$ cat src/rtl/crypto_alloc_pkg.sv
package crypto_alloc_pkg;

    typedef enum logic [1:0] {
        OWN_FREE = 2'd0,
        OWN_RX   = 2'd1,
        OWN_TX   = 2'd2
    } owner_e;

    // Mode register value that enables the shared pool
    localparam int unsigned SHARED_CODE = 2;

    // Byte slots inside the packed count register
    localparam int unsigned SLOT_RD_ONLY = 0;
    localparam int unsigned SLOT_WR_ONLY = 1;
    localparam int unsigned SLOT_BOTH_RX = 2;
    localparam int unsigned SLOT_BOTH_TX = 3;

endpackage

$ cat src/rtl/crypto_alloc_cfg.sv
module crypto_alloc_cfg
    import crypto_alloc_pkg::*;
#(
    parameter  int unsigned NUM_ENG = 28,
    parameter  int unsigned CNT_W   = 8,
    localparam int unsigned DATA_W  = 4 * CNT_W
) (
    input  logic              clk,
    input  logic              rst_n,
    input  logic              cfg_we,
    input  logic              cfg_sel,
    input  logic [DATA_W-1:0] cfg_wdata,
    input  logic              rd_active,
    input  logic              wr_active,
    output logic [1:0]        act_o,
    output logic              shared_o,
    output logic [DATA_W-1:0] cnt_o
);

    localparam int unsigned BOTH_RX_DEF = (NUM_ENG * 15) / 28;

    localparam logic [CNT_W-1:0] RST_SOLO    = CNT_W'(NUM_ENG);
    localparam logic [CNT_W-1:0] RST_BOTH_RX = CNT_W'(BOTH_RX_DEF);
    localparam logic [CNT_W-1:0] RST_BOTH_TX = CNT_W'(NUM_ENG - BOTH_RX_DEF);

    localparam logic [DATA_W-1:0] RST_CNT = {RST_BOTH_TX, RST_BOTH_RX, RST_SOLO, RST_SOLO};

    typedef struct packed {
        logic [1:0]        act;
        logic              shared_live;
        logic [DATA_W-1:0] cnt_live;
        logic              shared_snap;
        logic [DATA_W-1:0] cnt_snap;
    } cfg_state_t;

    cfg_state_t st_d, st_q;

    always_comb begin
        st_d = st_q;

        if (cfg_we) begin
            if (!cfg_sel) begin
                st_d.shared_live = (cfg_wdata == DATA_W'(SHARED_CODE));
            end else begin
                st_d.cnt_live = cfg_wdata;
            end
        end

        // Register contents are captured only when the activity combination changes
        if ({wr_active, rd_active} != st_q.act) begin
            st_d.act         = {wr_active, rd_active};
            st_d.shared_snap = st_d.shared_live;
            st_d.cnt_snap    = st_d.cnt_live;
        end
    end

    always_ff @(posedge clk or negedge rst_n) begin
        if (!rst_n) begin
            st_q <= '{act: 2'b00, shared_live: 1'b0, cnt_live: RST_CNT,
                      shared_snap: 1'b0, cnt_snap: RST_CNT};
        end else begin
            st_q <= st_d;
        end
    end

    assign act_o    = st_q.act;
    assign shared_o = st_q.shared_snap;
    assign cnt_o    = st_q.cnt_snap;

endmodule

$ cat src/rtl/crypto_alloc_target.sv
module crypto_alloc_target
    import crypto_alloc_pkg::*;
#(
    parameter  int unsigned NUM_ENG = 28,
    parameter  int unsigned CNT_W   = 8,
    localparam int unsigned IDX_W   = $clog2(NUM_ENG + 1),
    localparam int unsigned DATA_W  = 4 * CNT_W
) (
    input  logic [1:0]        act,
    input  logic              shared,
    input  logic [DATA_W-1:0] cnt,
    output logic [IDX_W-1:0]  rx_t,
    output logic [IDX_W-1:0]  tx_t
);

    localparam int unsigned HALF = NUM_ENG / 2;

    function automatic logic [IDX_W-1:0] clamp(input logic [CNT_W-1:0] c, input int unsigned lim);
        int unsigned cv;
        cv = int'(c);
        if (cv > lim) begin
            return IDX_W'(lim);
        end
        return IDX_W'(cv);
    endfunction

    logic [CNT_W-1:0] c_rd, c_wr, c_brx, c_btx;

    assign c_rd  = cnt[SLOT_RD_ONLY*CNT_W +: CNT_W];
    assign c_wr  = cnt[SLOT_WR_ONLY*CNT_W +: CNT_W];
    assign c_brx = cnt[SLOT_BOTH_RX*CNT_W +: CNT_W];
    assign c_btx = cnt[SLOT_BOTH_TX*CNT_W +: CNT_W];

    always_comb begin
        rx_t = '0;
        tx_t = '0;

        if (!shared) begin
            if (act[0]) rx_t = IDX_W'(HALF);
            if (act[1]) tx_t = IDX_W'(NUM_ENG - HALF);
        end else begin
            case (act)
                2'b01: rx_t = clamp(c_rd, NUM_ENG);
                2'b10: tx_t = clamp(c_wr, NUM_ENG);
                2'b11: begin
                    rx_t = clamp(c_brx, NUM_ENG);
                    tx_t = clamp(c_btx, NUM_ENG - int'(rx_t));
                end
                default: ;
            endcase
        end
    end

endmodule

$ cat src/rtl/crypto_alloc_slot.sv
module crypto_alloc_slot
    import crypto_alloc_pkg::*;
#(
    parameter int unsigned NUM_ENG = 28,
    parameter int unsigned IDX     = 0,
    parameter int unsigned IDX_W   = 5
) (
    input  logic             clk,
    input  logic             rst_n,
    input  logic [IDX_W-1:0] rx_t,
    input  logic [IDX_W-1:0] tx_t,
    input  logic             idle,
    output logic             own_rx,
    output logic             own_tx
);

    localparam logic [IDX_W:0] POS = (IDX_W + 1)'(IDX);
    localparam logic [IDX_W:0] TOP = (IDX_W + 1)'(NUM_ENG);

    typedef struct packed {
        owner_e owner;
    } slot_state_t;

    slot_state_t st_d, st_q;

    logic   want_rx, want_tx;
    owner_e desired;

    // RX fills from engine 0 upward; TX fills from the last engine downward
    assign want_rx = POS < {1'b0, rx_t};
    assign want_tx = (POS + {1'b0, tx_t}) >= TOP;

    always_comb begin
        desired = OWN_FREE;
        if (want_rx) begin
            desired = OWN_RX;
        end else if (want_tx) begin
            desired = OWN_TX;
        end

        st_d = st_q;
        if (st_q.owner != desired) begin
            if (st_q.owner == OWN_FREE) begin
                st_d.owner = desired;
            end else if (idle) begin
                st_d.owner = OWN_FREE;
            end
        end
    end

    always_ff @(posedge clk or negedge rst_n) begin
        if (!rst_n) begin
            st_q <= '{owner: OWN_FREE};
        end else begin
            st_q <= st_d;
        end
    end

    assign own_rx = (st_q.owner == OWN_RX);
    assign own_tx = (st_q.owner == OWN_TX);

endmodule

$ cat src/rtl/crypto_alloc_top.sv
module crypto_alloc_top
    import crypto_alloc_pkg::*;
#(
    parameter  int unsigned NUM_ENG = 28,
    parameter  int unsigned CNT_W   = 8,
    localparam int unsigned IDX_W   = $clog2(NUM_ENG + 1),
    localparam int unsigned DATA_W  = 4 * CNT_W
) (
    input  logic               clk,
    input  logic               rst_n,
    input  logic               rd_active,
    input  logic               wr_active,
    input  logic               cfg_we,
    input  logic               cfg_sel,
    input  logic [DATA_W-1:0]  cfg_wdata,
    input  logic [NUM_ENG-1:0] eng_idle,
    output logic [NUM_ENG-1:0] eng_rx_own,
    output logic [NUM_ENG-1:0] eng_tx_own,
    output logic [IDX_W-1:0]   rx_grant,
    output logic [IDX_W-1:0]   tx_grant
);

    logic [1:0]        act;
    logic              shared;
    logic [DATA_W-1:0] cnt;
    logic [IDX_W-1:0]  rx_t, tx_t;

    crypto_alloc_cfg #(.NUM_ENG(NUM_ENG), .CNT_W(CNT_W)) u_cfg (
        .clk       (clk),
        .rst_n     (rst_n),
        .cfg_we    (cfg_we),
        .cfg_sel   (cfg_sel),
        .cfg_wdata (cfg_wdata),
        .rd_active (rd_active),
        .wr_active (wr_active),
        .act_o     (act),
        .shared_o  (shared),
        .cnt_o     (cnt)
    );

    crypto_alloc_target #(.NUM_ENG(NUM_ENG), .CNT_W(CNT_W)) u_target (
        .act    (act),
        .shared (shared),
        .cnt    (cnt),
        .rx_t   (rx_t),
        .tx_t   (tx_t)
    );

    for (genvar g = 0; g < NUM_ENG; g++) begin : g_slot
        crypto_alloc_slot #(.NUM_ENG(NUM_ENG), .IDX(g), .IDX_W(IDX_W)) u_slot (
            .clk    (clk),
            .rst_n  (rst_n),
            .rx_t   (rx_t),
            .tx_t   (tx_t),
            .idle   (eng_idle[g]),
            .own_rx (eng_rx_own[g]),
            .own_tx (eng_tx_own[g])
        );
    end

    always_comb begin
        rx_grant = '0;
        tx_grant = '0;
        for (int i = 0; i < NUM_ENG; i++) begin
            rx_grant = rx_grant + IDX_W'(eng_rx_own[i]);
            tx_grant = tx_grant + IDX_W'(eng_tx_own[i]);
        end
    end

endmodule

$ cat config.mk
export PLATFORM = sky130hd
export DESIGN_NAME = crypto_alloc_top
export DESIGN_NICKNAME = d
export VERILOG_FILES = /design/src/rtl/crypto_alloc_pkg.sv /design/src/rtl/crypto_alloc_cfg.sv /design/src/rtl/crypto_alloc_target.sv /design/src/rtl/crypto_alloc_slot.sv /design/src/rtl/crypto_alloc_top.sv
export SDC_FILE = /design/constraint.sdc
export NUM_CORES = 1
export LEC_CHECK = 0
export CAP_MARGIN = 0
export CORE_MARGIN = 1.5
export CORE_UTILIZATION = 50
export DETAILED_ROUTE_END_ITERATION = 10
export DONT_BUFFER_PORTS = 1
export PLACE_DENSITY = 0.65
export SYNTH_ARGS = -nofsm -noshare
export SYNTH_HDL_FRONTEND = slang
export SYNTH_SLANG_ARGS = --single-unit
$ cat constraint.sdc
create_clock -name clk -period 7.3 [get_ports clk]
set_input_delay 1.095 -clock clk [delete_from_list [all_inputs] [get_ports clk]]
set_output_delay 1.095 -clock clk [all_outputs]
set_load 0.01 [all_outputs]
After elaboration in Yosys (flattened, before gate mapping)

Index checks and enable logic that the tools add are counted.
W data, S select, Z words.

Add/subtract/negate cells: 82
Order comparisons: 60
Eq/ne operators: 89
Mux-type cells: 143
Reduce and logical (&&, ||, !) cells: 84

Operators with widths:

| cell                  | number |
|---|---|
| $add A5 B1 Y5         | 46 |
| $mux W2               | 112 |
| $ge A6 B5 Y1 const B  | 27 |
| $add A5 B5 Y6 const A | 12 |
| $eq A2 B2 Y1 const B  | 30 |
| $lt A5 B5 Y1 const A  | 12 |
| $mux W5               | 12 |
| $eq A2 B1 Y1 const B  | 29 |
| $ne A2 B2 Y1          | 29 |
| $logic_not A2 Y1      | 28 |
| $reduce_and A2 Y1     | 28 |
| $reduce_bool A2 Y1    | 28 |
| $add A4 B5 Y6 const A | 8 |
| $lt A4 B5 Y1 const A  | 8 |
| $mux W33              | 1 |
| $eq A32 B2 Y1 const B | 1 |
| $gt A8 B32 Y1         | 1 |
| $mux W32              | 1 |
| $add A3 B5 Y6 const A | 4 |
| $gt A8 B5 Y1 const B  | 3 |
| $lt A3 B5 Y1 const A  | 4 |
| $pmux W5 S2           | 2 |
| $mux W1               | 13 |
| $add A2 B5 Y6 const A | 2 |
| other kinds (10)      | 17 |

Register bits after elaboration: 124
Input port bits: 66
Output and inout bits: 66

Logic depth before layout (Yosys ltp)

Word-level depth: 28
Depth in mapped cells: 21
Gate-level depth less buffers: 20

Modules after synthesis

From an unflattened synthesis, not the netlist that was laid out.

Cell total of the unflattened synthesis: 790
Area, all modules: 8267.9 um^2

Modules (own cells, without submodules):

| module                                     | instances | cells an instance | area each (um^2) | seq. area each (um^2) |
|---|---|---|---|---|
| crypto_alloc_cfg                           | 1         | 193               | 2882.8           | 1734.2 |
| crypto_alloc_top                           | 1         | 156               | 1438.9           | 0.0 |
| crypto_alloc_target                        | 1         | 90                | 609.3            | 0.0 |
| crypto_alloc_slot at g_slot[19].u_slot ... | 3         | 11                | 105.1            | 50.0 |
| crypto_alloc_slot at g_slot[0].u_slot ...  | 2         | 11                | 108.9            | 50.0 |
| crypto_alloc_slot at g_slot[11].u_slot ... | 2         | 10                | 98.8             | 50.0 |
| crypto_alloc_slot at g_slot[6].u_slot      | 1         | 20                | 177.7            | 50.0 |
| crypto_alloc_slot at g_slot[10].u_slot     | 1         | 20                | 167.7            | 50.0 |
| crypto_alloc_slot at g_slot[2].u_slot      | 1         | 18                | 165.2            | 50.0 |
| crypto_alloc_slot at g_slot[14].u_slot     | 1         | 19                | 157.7            | 50.0 |
| crypto_alloc_slot at g_slot[22].u_slot     | 1         | 17                | 152.6            | 50.0 |
| crypto_alloc_slot at g_slot[18].u_slot     | 1         | 15                | 145.1            | 50.0 |
| crypto_alloc_slot at g_slot[26].u_slot     | 1         | 14                | 130.1            | 50.0 |
| crypto_alloc_slot at g_slot[1].u_slot      | 1         | 10                | 122.6            | 50.0 |
| +13 rows                                   | n/a       | n/a               | n/a              | n/a |

Least setup slack after synthesis

Ideal clock, no wire load.

Path kind: register to output
From: reg g_slot[5].u_slot.st_q[1] (netlist bit)
To: out rx_grant[4]
Arrival time: 4.586 ns
Slack: 1.619 ns
Cell stages (with the launch flop): 18
Buffers on the path: 0
Cells stage by stage: dfrtp_1 nand2b_1 fa_1 inv_1 fa_1 fa_1 fa_1 inv_1 fa_1 fa_1 inv_1 ha_1 inv_1 fa_1 inv_1 a21o_1 a21oi_1 xnor2_1

Longest elaborated chain between the ends: 24

Ends and longest elaborated chain:

| what                        | RTL line                | text |
|---|---|---|
| start, declared             | crypto_alloc_slot.sv:24 | `slot_state_t st_d, st_q;` |
| start signal, assigned      | crypto_alloc_slot.sv:53 | `st_q <= '{owner: OWN_FREE};` |
| start signal, assigned      | crypto_alloc_slot.sv:55 | `st_q <= st_d;` |
| $eq A2 B1 Y1                | crypto_alloc_slot.sv:59 | `assign own_rx = (st_q.owner == OWN_RX);` |
| $add A5 B1 Y5 (23 in a row) | crypto_alloc_top.sv:65  | `rx_grant = rx_grant + IDX_W'(eng_rx_own[i]);` |
| end, declared               | crypto_alloc_top.sv:19  | `output logic [IDX_W-1:0] rx_grant,` |

Every way passes these cells.

Final worst setup path

From: reg g_slot[15].u_slot.st_q[1] (netlist bit)
To: out tx_grant[4]

Longest elaborated chain between the ends: 14

Ends and longest elaborated chain:

| what                        | RTL line                | text |
|---|---|---|
| start, declared             | crypto_alloc_slot.sv:24 |  |
| start signal, assigned      | crypto_alloc_slot.sv:53 |  |
| start signal, assigned      | crypto_alloc_slot.sv:55 |  |
| $eq A2 B2 Y1                | crypto_alloc_slot.sv:60 | `assign own_tx = (st_q.owner == OWN_TX);` |
| via eng_tx_own[15]          | crypto_alloc_top.sv:18  | `output logic [NUM_ENG-1:0] eng_tx_own,` |
| $add A5 B1 Y5 (13 in a row) | crypto_alloc_top.sv:66  | `tx_grant = tx_grant + IDX_W'(eng_tx_own[i]);` |
| end, declared               | crypto_alloc_top.sv:20  | `output logic [IDX_W-1:0] tx_grant` |

The timed path passes the listed nets, and every way through them passes these cells.

==> results.yml <==
clock_tree:
  cts_tree: "yes"
  cts-root-buf: "clkbuf_16"
  post_cts_buffers: 0
  cts_resized: 0
  path_clk_slew_ps: 60
  cts_hold_buf: 0
  htreeDepth: 4
  cts.sinks: 124
  cts_buffers: 17
  clk_path_buf_depth: 2
  insertion_delay_ps: 420
synthesis:
  seq_area_frac_synth_pct: 36.61
  synthesis.area_um2: 8564
  synth_seq_cells: 124
  yosys_most_used_dff: "dfrtp_1"
  synth-xor-area-share_pct: 2.031
  synth_edf_count: 0
  yosysWarningCount: 0
  synth_cell_types: 78
  avgSynthCellArea_um2: 10.04
  muxShareOfSynthArea_pct: 8.546
  synth_top_cell_by_area: "dfrtp_1"
  synth_adder_area_share_pct: 14.61
  synth_compound_area_share_pct: 15.00
  synth_area_leaders: "dfrtp_1, fa_1, mux2_2"
  synthArstFlopShare_pct: 100.0
  synth_most_common_cell: "inv_1"
  synthCells: 853
  synth_common_cells: "inv_1, dfrtp_1, mux2_2"
  yosysTopAreaCellShare_pct: 28.63
  synth_top_family_by_area: "compound AO/OA/AOI/OAI gates"
  synthSimpleGateAreaFrac_pct: 11.82
power:
  ir_drop_v: 0.0004020
  p_comb_share_pct: 40.0
  clkPwrFrac_pct: 28.6
  power.leakage_nw: 3.983
  p_sw_share_pct: 37.79
  seq_power_share_pct: 31.4
  power.switching_mw: 1.028
  power_per_cell_area_nw_per_um2: 305.8
  p_int_mw: 1.692
global_route:
  grt_use_met2_pct: 39.38
  grt_max_degree: 125
  grt.total_usage_pct: 25.81
  grt-ovfl-total: 0
  grt.busiest_layer: "met2"
  grt_pass1_wl_um: 35250
  grtUsageMet1_pct: 36.09
  grtUsageMet3_pct: 7.332
  grt_pass1_vias: 6271
  antenna_found_initial: 0
worst_setup_path:
  worstPathMaxFanout: 4
  r2r_setup_slack_ps: 1750
  r2r-start: "u_cfg.cnt_o[23]"
  crit_type: "reg2out"
  worstSetupStartpointType: "flip-flop"
  end_kind: "primary output"
  rr_worst_depth: 20
  rr_endpoint: "g_slot[23].u_slot.st_q[1]"
  required_ps: 6200
  worst_ep_arrival_time_ps: 5480
sta:
  tightestPinTransition_ps: 1056
  finalCritPeriodShare_pct: 90.05
  finalSetupViolations: 0
  fmax_ghz: 0.1521
  rsz0062_at_grt: "no"
  fin_ws_ps: 726.7
  final_max_slew_viol_count: 0
  worst_hold_slack_ps: 366.4
  fin_crit_ps: 6573
  slew_headroom_pct: 28.93
  finalHoldViolCount: 0
  setup_tns_ps: 0
  finClkSkew_ps: 8.097
placed_design:
  gp_congestion: 0.8945
  placed_cells: 1000
  dp_slack_ps: 1166
  post-dp-hpwl_um: 17450
  portBuffers: 0
detailed_routing:
  wire_per_inst_um: 21.34
  drt_iter0_drc: 422
  antenna_left: 0
  via_count: 6052
  drt_first_pass_iters: 5
  routed_wl_um: 22030
  drc: 0
  vias_per_cell: 5.864
worst_hold_path:
  hold_class: "in2async"
floorplan:
  die-area_um2: 17920
  start_util_pct: 51.46
  die_height_um: 133.9
  die_w_um: 133.9
  num_rows: 47
  pin_count: 132
  core-area_um2: 16640
finish:
  synthToLayoutAreaGrowth_pct: 3.871
  layout.nets: 941
  fillers: 1533
  final_cells: 1032
  antenna_cells: 0
  fin_util_pct: 53.45
  drive_gt1_share_pct: 18.10
flow_run:
  cap_violations: 0
outcome:
  status: "finished clean"
power by group through the flow:
stage	Clock, mW	Sequential, mW	Combinational [mW]
2_1_floorplan	0	0.841	0.920
3_3_place_gp	0	0.861	1.05
3_5_place_dp	0	0.866	1.09
4_1_cts	0.795	0.855	1.10
5_1_grt	0.825	0.867	1.23
6_report	0.778	0.855	1.09
worst max-delay path by stage:
stage / startpoint / endpoint / slack [ps] / cells past startpoint
floorplan: g_slot[5].u_slot.st_q[1] / rx_grant[4] / 1620 / 17
global placement: g_slot[13].u_slot.st_q[0] / rx_grant[4] / 1220 / 18
detailed placement: g_slot[13].u_slot.st_q[0] / rx_grant[4] / 1170 / 18
CTS: g_slot[13].u_slot.st_q[0] / rx_grant[4] / 700 / 18
global route: g_slot[25].u_slot.st_q[0] / rx_grant[4] / 460 / 19
finish: g_slot[15].u_slot.st_q[1] / tx_grant[4] / 730 / 18
placed cells by master, fill, tap and decap left out, drive strengths merged, types with 5 or more instances in the layout:
cell    count
o21ai      25
fa         40
xnor2      19
dfstp      26
nand2      51
nor2b      28
nor4        9
nand2b     11
dfrtp      98
ha         36
a31oi      14
clkbuf     18
mux2       65
nor2       48
nor3        5
and3        7
clkinv      7
nand3      13
o41ai       5
a21oi      35
a21o        6
o32ai      12
inv       123
nand4       5
o22ai      19
a22o       11
logic make-up (layout without fill, tap and decap cells):
kind of cell / count (synthesis) / in the layout
AOI/OAI and AO/OA: 173 / 173
xor gates and xnor gates: 19 / 19
adders and majority gates: 76 / 76
buffers and inverters: 198 / 155
DFF: 124 / 124
muxes: 65 / 65
other: 1 / 3
and+or+nand+nor: 197 / 197
stage by stage:
step                      area, µm²  power, mW
after floorplan                8572      1.761
after global placement         8353      1.913
after detailed placement       8353      1.955
after CTS                      8896      2.752
after global routing           8896      2.925
final                          8896      2.721
layout make-up:
class | instances | area, µm² | area share, %
multi-input combinational | 533 | 4466 | 50.20
timing repair buffer | 4 | 30.03 | 0.3376
tap | 220 | 275.3 | 3.094
clock inverter | 14 | 113.9 | 1.280
inverter | 119 | 446.7 | 5.021
sequential | 124 | 3136 | 35.25
clock buffer | 18 | 429.2 | 4.824
worst max-delay path: stages (launching register included):
cell and delay (ps):
dfrtp_1 390, nor2b_1 370, fa_1 490, inv_1 170, fa_1 440, inv_1 80, fa_1 450, fa_1 540
inv_1 60, fa_1 490, fa_1 410, inv_1 60, ha_1 150, inv_1 50, fa_1 390, inv_1 70
a21o_1 100, a21oi_1 70, xnor2_1 270
flip-flops by register name (all words and copies together) (netlist names):
register / flops
g_slot.u_slot.st_q: 56
u_cfg.st_q: 33
u_cfg.act_o: 2
u_cfg.shared_o: 1
u_cfg.cnt_o: 32
routing by layer:
metal / routed length (µm) / share of wire (%)
met1: 9998 / 45
met2: 10100 / 46
met3: 1605 / 7.3
met4: 316 / 1.4
met5: 0 / 0
No activity file was read; power rests on OpenSTA's default activity.
